[src/rtl/sha256_qr_pkg.sv]
package sha256_qr_pkg;

    localparam int WORD_W = 32;
    localparam int LANES  = 4;
    localparam int ROUNDS = 4;

    typedef logic [WORD_W-1:0] word_t;
    typedef word_t [LANES-1:0] quad_t;

    typedef enum logic [1:0] {
        ST_IDLE  = 2'd0,
        ST_ROUND = 2'd1,
        ST_HOLD  = 2'd2
    } fsm_e;

    function automatic word_t rotr(input word_t v, input int n);
        return (v >> n) | (v << (WORD_W - n));
    endfunction

    function automatic word_t big_sig0(input word_t v);
        return rotr(v, 2) ^ rotr(v, 13) ^ rotr(v, 22);
    endfunction

    function automatic word_t big_sig1(input word_t v);
        return rotr(v, 6) ^ rotr(v, 11) ^ rotr(v, 25);
    endfunction

    function automatic word_t f_choose(input word_t s, input word_t t, input word_t u);
        return (s & t) | (~s & u);
    endfunction

    function automatic word_t f_major(input word_t s, input word_t t, input word_t u);
        return (s & t) | (s & u) | (t & u);
    endfunction

endpackage

[src/rtl/sha256_qr_round.sv]
module sha256_qr_round
    import sha256_qr_pkg::*;
(
    input  quad_t hi_i,
    input  quad_t lo_i,
    input  word_t kw_i,
    output quad_t hi_o,
    output quad_t lo_o
);
    localparam int TOP = LANES - 1;

    word_t ch_v, mj_v, t_sum, new_e, new_a;

    always_comb begin
        ch_v  = f_choose(lo_i[0], lo_i[1], lo_i[2]);
        mj_v  = f_major(hi_i[0], hi_i[1], hi_i[2]);
        t_sum = lo_i[TOP] + big_sig1(lo_i[0]) + ch_v + kw_i;
        new_e = hi_i[TOP] + t_sum;
        new_a = t_sum + big_sig0(hi_i[0]) + mj_v;
    end

    assign hi_o[0] = new_a;
    assign lo_o[0] = new_e;

    for (genvar i = 1; i < LANES; i++) begin : g_shift
        assign hi_o[i] = hi_i[i-1];
        assign lo_o[i] = lo_i[i-1];
    end

endmodule

[src/rtl/sha256_qr_ctrl.sv]
module sha256_qr_ctrl
    import sha256_qr_pkg::*;
#(
    parameter int N_ROUNDS = ROUNDS,
    localparam int CNT_W   = (N_ROUNDS > 1) ? $clog2(N_ROUNDS) : 1
) (
    input  logic             clk,
    input  logic             rst,
    input  logic             in_valid,
    input  logic             out_ready,
    output logic             in_ready,
    output logic             out_valid,
    output logic             load_en,
    output logic             step_en,
    output logic [CNT_W-1:0] round_idx
);
    localparam logic [CNT_W-1:0] LAST = CNT_W'(N_ROUNDS - 1);

    fsm_e state_q, state_d;

    always_ff @(posedge clk) begin
        if (rst) state_q <= ST_IDLE;
        else     state_q <= state_d;
    end

    always_comb begin
        state_d = state_q;
        unique case (state_q)
            ST_IDLE:  if (in_valid)          state_d = ST_ROUND;
            ST_ROUND: if (round_idx == LAST) state_d = ST_HOLD;
            ST_HOLD:  if (out_ready)         state_d = ST_IDLE;
            default:                         state_d = ST_IDLE;
        endcase
    end

    always_comb begin
        in_ready  = (state_q == ST_IDLE);
        out_valid = (state_q == ST_HOLD);
        load_en   = in_ready && in_valid;
        step_en   = (state_q == ST_ROUND);
    end

    always_ff @(posedge clk) begin
        if (rst || load_en)              round_idx <= '0;
        else if (step_en && round_idx != LAST) round_idx <= round_idx + 1'b1;
        else if (step_en)                round_idx <= '0;
    end

    assert_reset_state_R1: assert property (@(posedge clk) disable iff (rst)
        $past(rst) |-> (in_ready && !out_valid));

    assert_busy_after_accept_R2: assert property (@(posedge clk) disable iff (rst)
        load_en |=> !in_ready);

    assert_valid_after_last_R3: assert property (@(posedge clk) disable iff (rst)
        $rose(out_valid) |-> ($past(step_en) && $past(round_idx) == LAST));

    assert_idle_after_drain_R9: assert property (@(posedge clk) disable iff (rst)
        (out_valid && out_ready) |=> (in_ready && !out_valid));

endmodule

[src/rtl/sha256_quad_round.sv]
module sha256_quad_round
    import sha256_qr_pkg::*;
#(
    localparam int DW = WORD_W * LANES
) (
    input  logic          clk,
    input  logic          rst,
    input  logic          in_valid,
    output logic          in_ready,
    input  logic          mode,
    input  logic [DW-1:0] dst_in,
    input  logic [DW-1:0] src_in,
    input  logic [DW-1:0] sched_in,
    output logic          out_valid,
    input  logic          out_ready,
    output logic [DW-1:0] result
);
    localparam int CNT_W = (ROUNDS > 1) ? $clog2(ROUNDS) : 1;

    logic             load_en, step_en;
    logic [CNT_W-1:0] round_idx;
    quad_t            hi_q, lo_q, kw_q, hi_n, lo_n;
    logic             mode_q;

    sha256_qr_ctrl #(.N_ROUNDS(ROUNDS)) u_ctrl (
        .clk       (clk),
        .rst       (rst),
        .in_valid  (in_valid),
        .out_ready (out_ready),
        .in_ready  (in_ready),
        .out_valid (out_valid),
        .load_en   (load_en),
        .step_en   (step_en),
        .round_idx (round_idx)
    );

    sha256_qr_round u_round (
        .hi_i (hi_q),
        .lo_i (lo_q),
        .kw_i (kw_q[round_idx]),
        .hi_o (hi_n),
        .lo_o (lo_n)
    );

    always_ff @(posedge clk) begin
        if (rst) begin
            hi_q   <= '0;
            lo_q   <= '0;
            kw_q   <= '0;
            mode_q <= 1'b0;
        end else if (load_en) begin
            hi_q   <= mode ? quad_t'(src_in) : quad_t'(dst_in);
            lo_q   <= mode ? quad_t'(dst_in) : quad_t'(src_in);
            kw_q   <= quad_t'(sched_in);
            mode_q <= mode;
        end else if (step_en) begin
            hi_q <= hi_n;
            lo_q <= lo_n;
        end
    end

    assign result = mode_q ? DW'(lo_q) : DW'(hi_q);

    assert_hold_result_R4: assert property (@(posedge clk) disable iff (rst)
        (out_valid && !out_ready) |=> (out_valid && $stable(result)));

    assert_state_frozen_R2: assert property (@(posedge clk) disable iff (rst)
        (out_valid && !load_en) |=> ($stable(hi_q) && $stable(lo_q)));

endmodule

[config.mk]
export PLATFORM = sky130hd
export DESIGN_NAME = sha256_quad_round
export DESIGN_NICKNAME = d
export VERILOG_FILES = /design/src/rtl/sha256_qr_pkg.sv /design/src/rtl/sha256_qr_round.sv /design/src/rtl/sha256_qr_ctrl.sv /design/src/rtl/sha256_quad_round.sv
export SDC_FILE = /design/constraint.sdc
export NUM_CORES = 2
export LEC_CHECK = 0
export ABC_CLOCK_PERIOD_IN_PS = 15400
export CAP_MARGIN = 20
export CORE_AREA = 5 5 315 317
export DETAILED_ROUTE_END_ITERATION = 16
export DIE_AREA = 0 0 320 322
export GPL_TIMING_DRIVEN = 0
export PLACE_DENSITY = 0.49
export SLEW_MARGIN = 0
export SYNTH_ARGS = -nofsm -noshare
export SYNTH_HDL_FRONTEND = slang
export SYNTH_SLANG_ARGS = --single-unit
[constraint.sdc]
create_clock -name clk -period 15.4 [get_ports clk]
set_clock_uncertainty 0.2 [all_clocks]
set_input_delay 3.08 -clock clk [delete_from_list [all_inputs] [get_ports clk]]
set_output_delay 3.08 -clock clk [all_outputs]
set_load 0.005 [all_outputs]
==> out/summary.txt <==
data required time of the critical path: 15.69 ns
pre-CTS setup slack: 6.48 ns
M3 GR Usage: 7.53%
CP peak stage delay: 0.90 ns
Post-synth EDFFs: 0
largest net degree at the start of global routing: 14
ys flop type: dfxtp_1
DRC: 0
setup_tns: 0 ns
CP endpoint kind: flop
placed instance area: 0.0356 mm²
starting density of the core: 29.8%
WL per Instance: 31.8 µm
antenna-violating nets left: 0
clk slew on worst S/H paths: 0.06 ns
part of the cycle the worst path needs: 59.5%
final slew viol count: 0
FP Rows: 114
first-pass GRT wire length: 229 mm
initial antenna violation count: 19
worst hold path type: reg -> reg
Nets: 4591
Post-synth top cells: 432 x nor2_1, 389 x dfxtp_1, 353 x nand2_1
synth unique cells: 62
CP Launch Type: flop
Final min period: 9.17 ns
routed wire length: 170 mm
clock root cell: clkbuf_16
share of layout cells above drive strength 1: 7.25%
final non-filler cell total: 5340
# IOs: 519
Crit Path Max Fanout: 7
post_cts resized: 0
vias in the first global route: 29211
CP max stage cell: clkbuf_1
Iter 0 DRT Violations: 3655
busiest grt layer: met2
Yosys top cell by area: dfxtp_1
maxcap violations: 0
DIE HEIGHT: 322 µm
Worst EP arrival: 9.46 ns
status: completed
GR Layer Usage met1: 41.6%
post-route design area: 0.0375 mm²
H-tree depth: 2
Die X: 320 µm
FF+latch count, synth: 389
Hold-fix buffers, CTS: 0
CTS Buf Count: 49
cell mode on critical path: inv_1
via count: 30164
core area: 0.0960 mm²
first-pass detailed-route iteration total: 6
clock sink total: 389
mean post-synth cell area: 8.35 µm²
M2 GR Usage: 48.8%
Detailed Place HPWL: 136 mm
final hold vios: 0
Slew HR: 15.0%
placed insts: 5236
Setup Fix Bufs, Post-CTS: 0
TritonCTS clock tree: done
Seq/Total Area, Yosys: 27.2%
Die ar.: 0.103 mm²
Synth Net Count: 4009
synthesized cell area: 0.0286 mm²
unrepaired setup endpoints after global routing: no
clock buffer depth: 3
asr flop ratio synth: 0%
gr ovfl total: 0
later-pin clock latency in the skew report: 0.63 ns
YS warnings: 0
Area Overhead vs Synth: 30.8%
fmax: 0.109 GHz
Crit Path Class: reg -> reg
most numerous cell in the Yosys netlist: nor2_1
GP Congestion: 1.02
largest cells by area after synthesis: dfxtp_1 27%, mux2i_1 8.6%, fa_1 6.6%
All-Layer GR Usage: 31.2%
top cell type's share of synthesized area: 27.2%
final worst slack: 6.23 ns
setup violators final: 0
Vias/cell: 5.65
Slew @ Worst Pin: 1.27 ns
Port Buffer Count: 517
Post-Syn Instances: 3432
-- final timing paths --
| kind | to | from | depth (start not counted) | slack, ns |
|---|---|---|---|---|
| setup / recovery | hi_q[31]$_SDFFE_PP0P_ | lo_q[7]$_SDFFE_PP0P_ | 32 | 6.23 |
| hold / removal | kw_q[42]$_SDFFE_PP0P_ | kw_q[42]$_SDFFE_PP0P_ | 2 | 0.25 |
| setup reg to reg | hi_q[31]$_SDFFE_PP0P_ | lo_q[7]$_SDFFE_PP0P_ | 32 | 6.23 |
| hold reg to reg | kw_q[42]$_SDFFE_PP0P_ | kw_q[42]$_SDFFE_PP0P_ | 2 | 0.25 |
-- routing by layer --
layer  share of wire, %  vias to the layer above
met5              0.064                        -
met4                4.9                       16
met3                 10                      387
met2                 43                     1853
met1                 41                    14759
li1                   -                    13149
-- metrics by stage --
stage | utilization [%] | hold WS, ns
4_1_cts | 38.9 | 0.254
2_1_floorplan | - | 0.233
3_3_place_gp | 36.9 | 0.240
3_5_place_dp | 37.1 | 0.246
5_1_grt | 39.0 | 0.266
6_report | 39.0 | 0.252
-- placed cells by master (no fill, tap or decap), types with 85 or more instances in the layout --
cell,n
nor2_1,432
fa_1,95
mux2i_1,247
clkdlybuf4s50_1,517
ha_1,93
mux2_2,152
o21ai_0,85
xnor2_1,132
dfxtp_1,389
inv_1,240
clkbuf_1,269
nand2_1,353
a21oi_1,233
a221oi_1,186
-- critical path: cells and delay by family (launching register included) --
family                   cells  cell delay [ns]
XOR/XNOR                     4             1.16
adder cells (fa/ha/maj)      6             2.43
flip-flops                   1             0.30
buffers and inverters        6             1.30
AND/OR/NAND/NOR              6             0.94
AO/OA/AOI/OAI               10             2.69
-- layout make-up --
cell class                 count  area [µm²]
clock buffer                  67        1420
tap                         1276        1600
multi-input combinational   2518       18900
inverter                     240         901
clock inverter                25         384
buffer                       285        1070
timing repair buffer         531        5390
fill                       10122       58500
sequential                   389        7790
antenna                        9        22.5
-- state kept, by name (all words and copies together) (netlist names) --
| register | flops |
|---|---|
| u_ctrl.state_q | 2 |
| lo_q | 128 |
| u_ctrl.round_idx | 2 |
| kw_q | 128 |
| mode_q | 1 |
| hi_q | 128 |
-- cell families (layout without fill, tap and decap cells) --
| logic type | count (synthesis) | count (layout) | share of synthesized area [%] |
|---|---|---|---|
| other | 0 | 9 | 0 |
| adder cells (fa/ha/maj) | 190 | 190 | 10.8 |
| multiplexers | 431 | 431 | 17.1 |
| AO/OA/AOI/OAI | 771 | 771 | 18.6 |
| XOR/XNOR | 213 | 213 | 6.51 |
| AND/OR/NAND/NOR | 913 | 913 | 13.0 |
| flip-flops | 389 | 389 | 27.2 |
| buffers and inverters | 525 | 1148 | 6.88 |
Power is left out: the tool's default activity adds up to more than one toggle a clock period on the data nets, which glitch-free logic cannot reach.
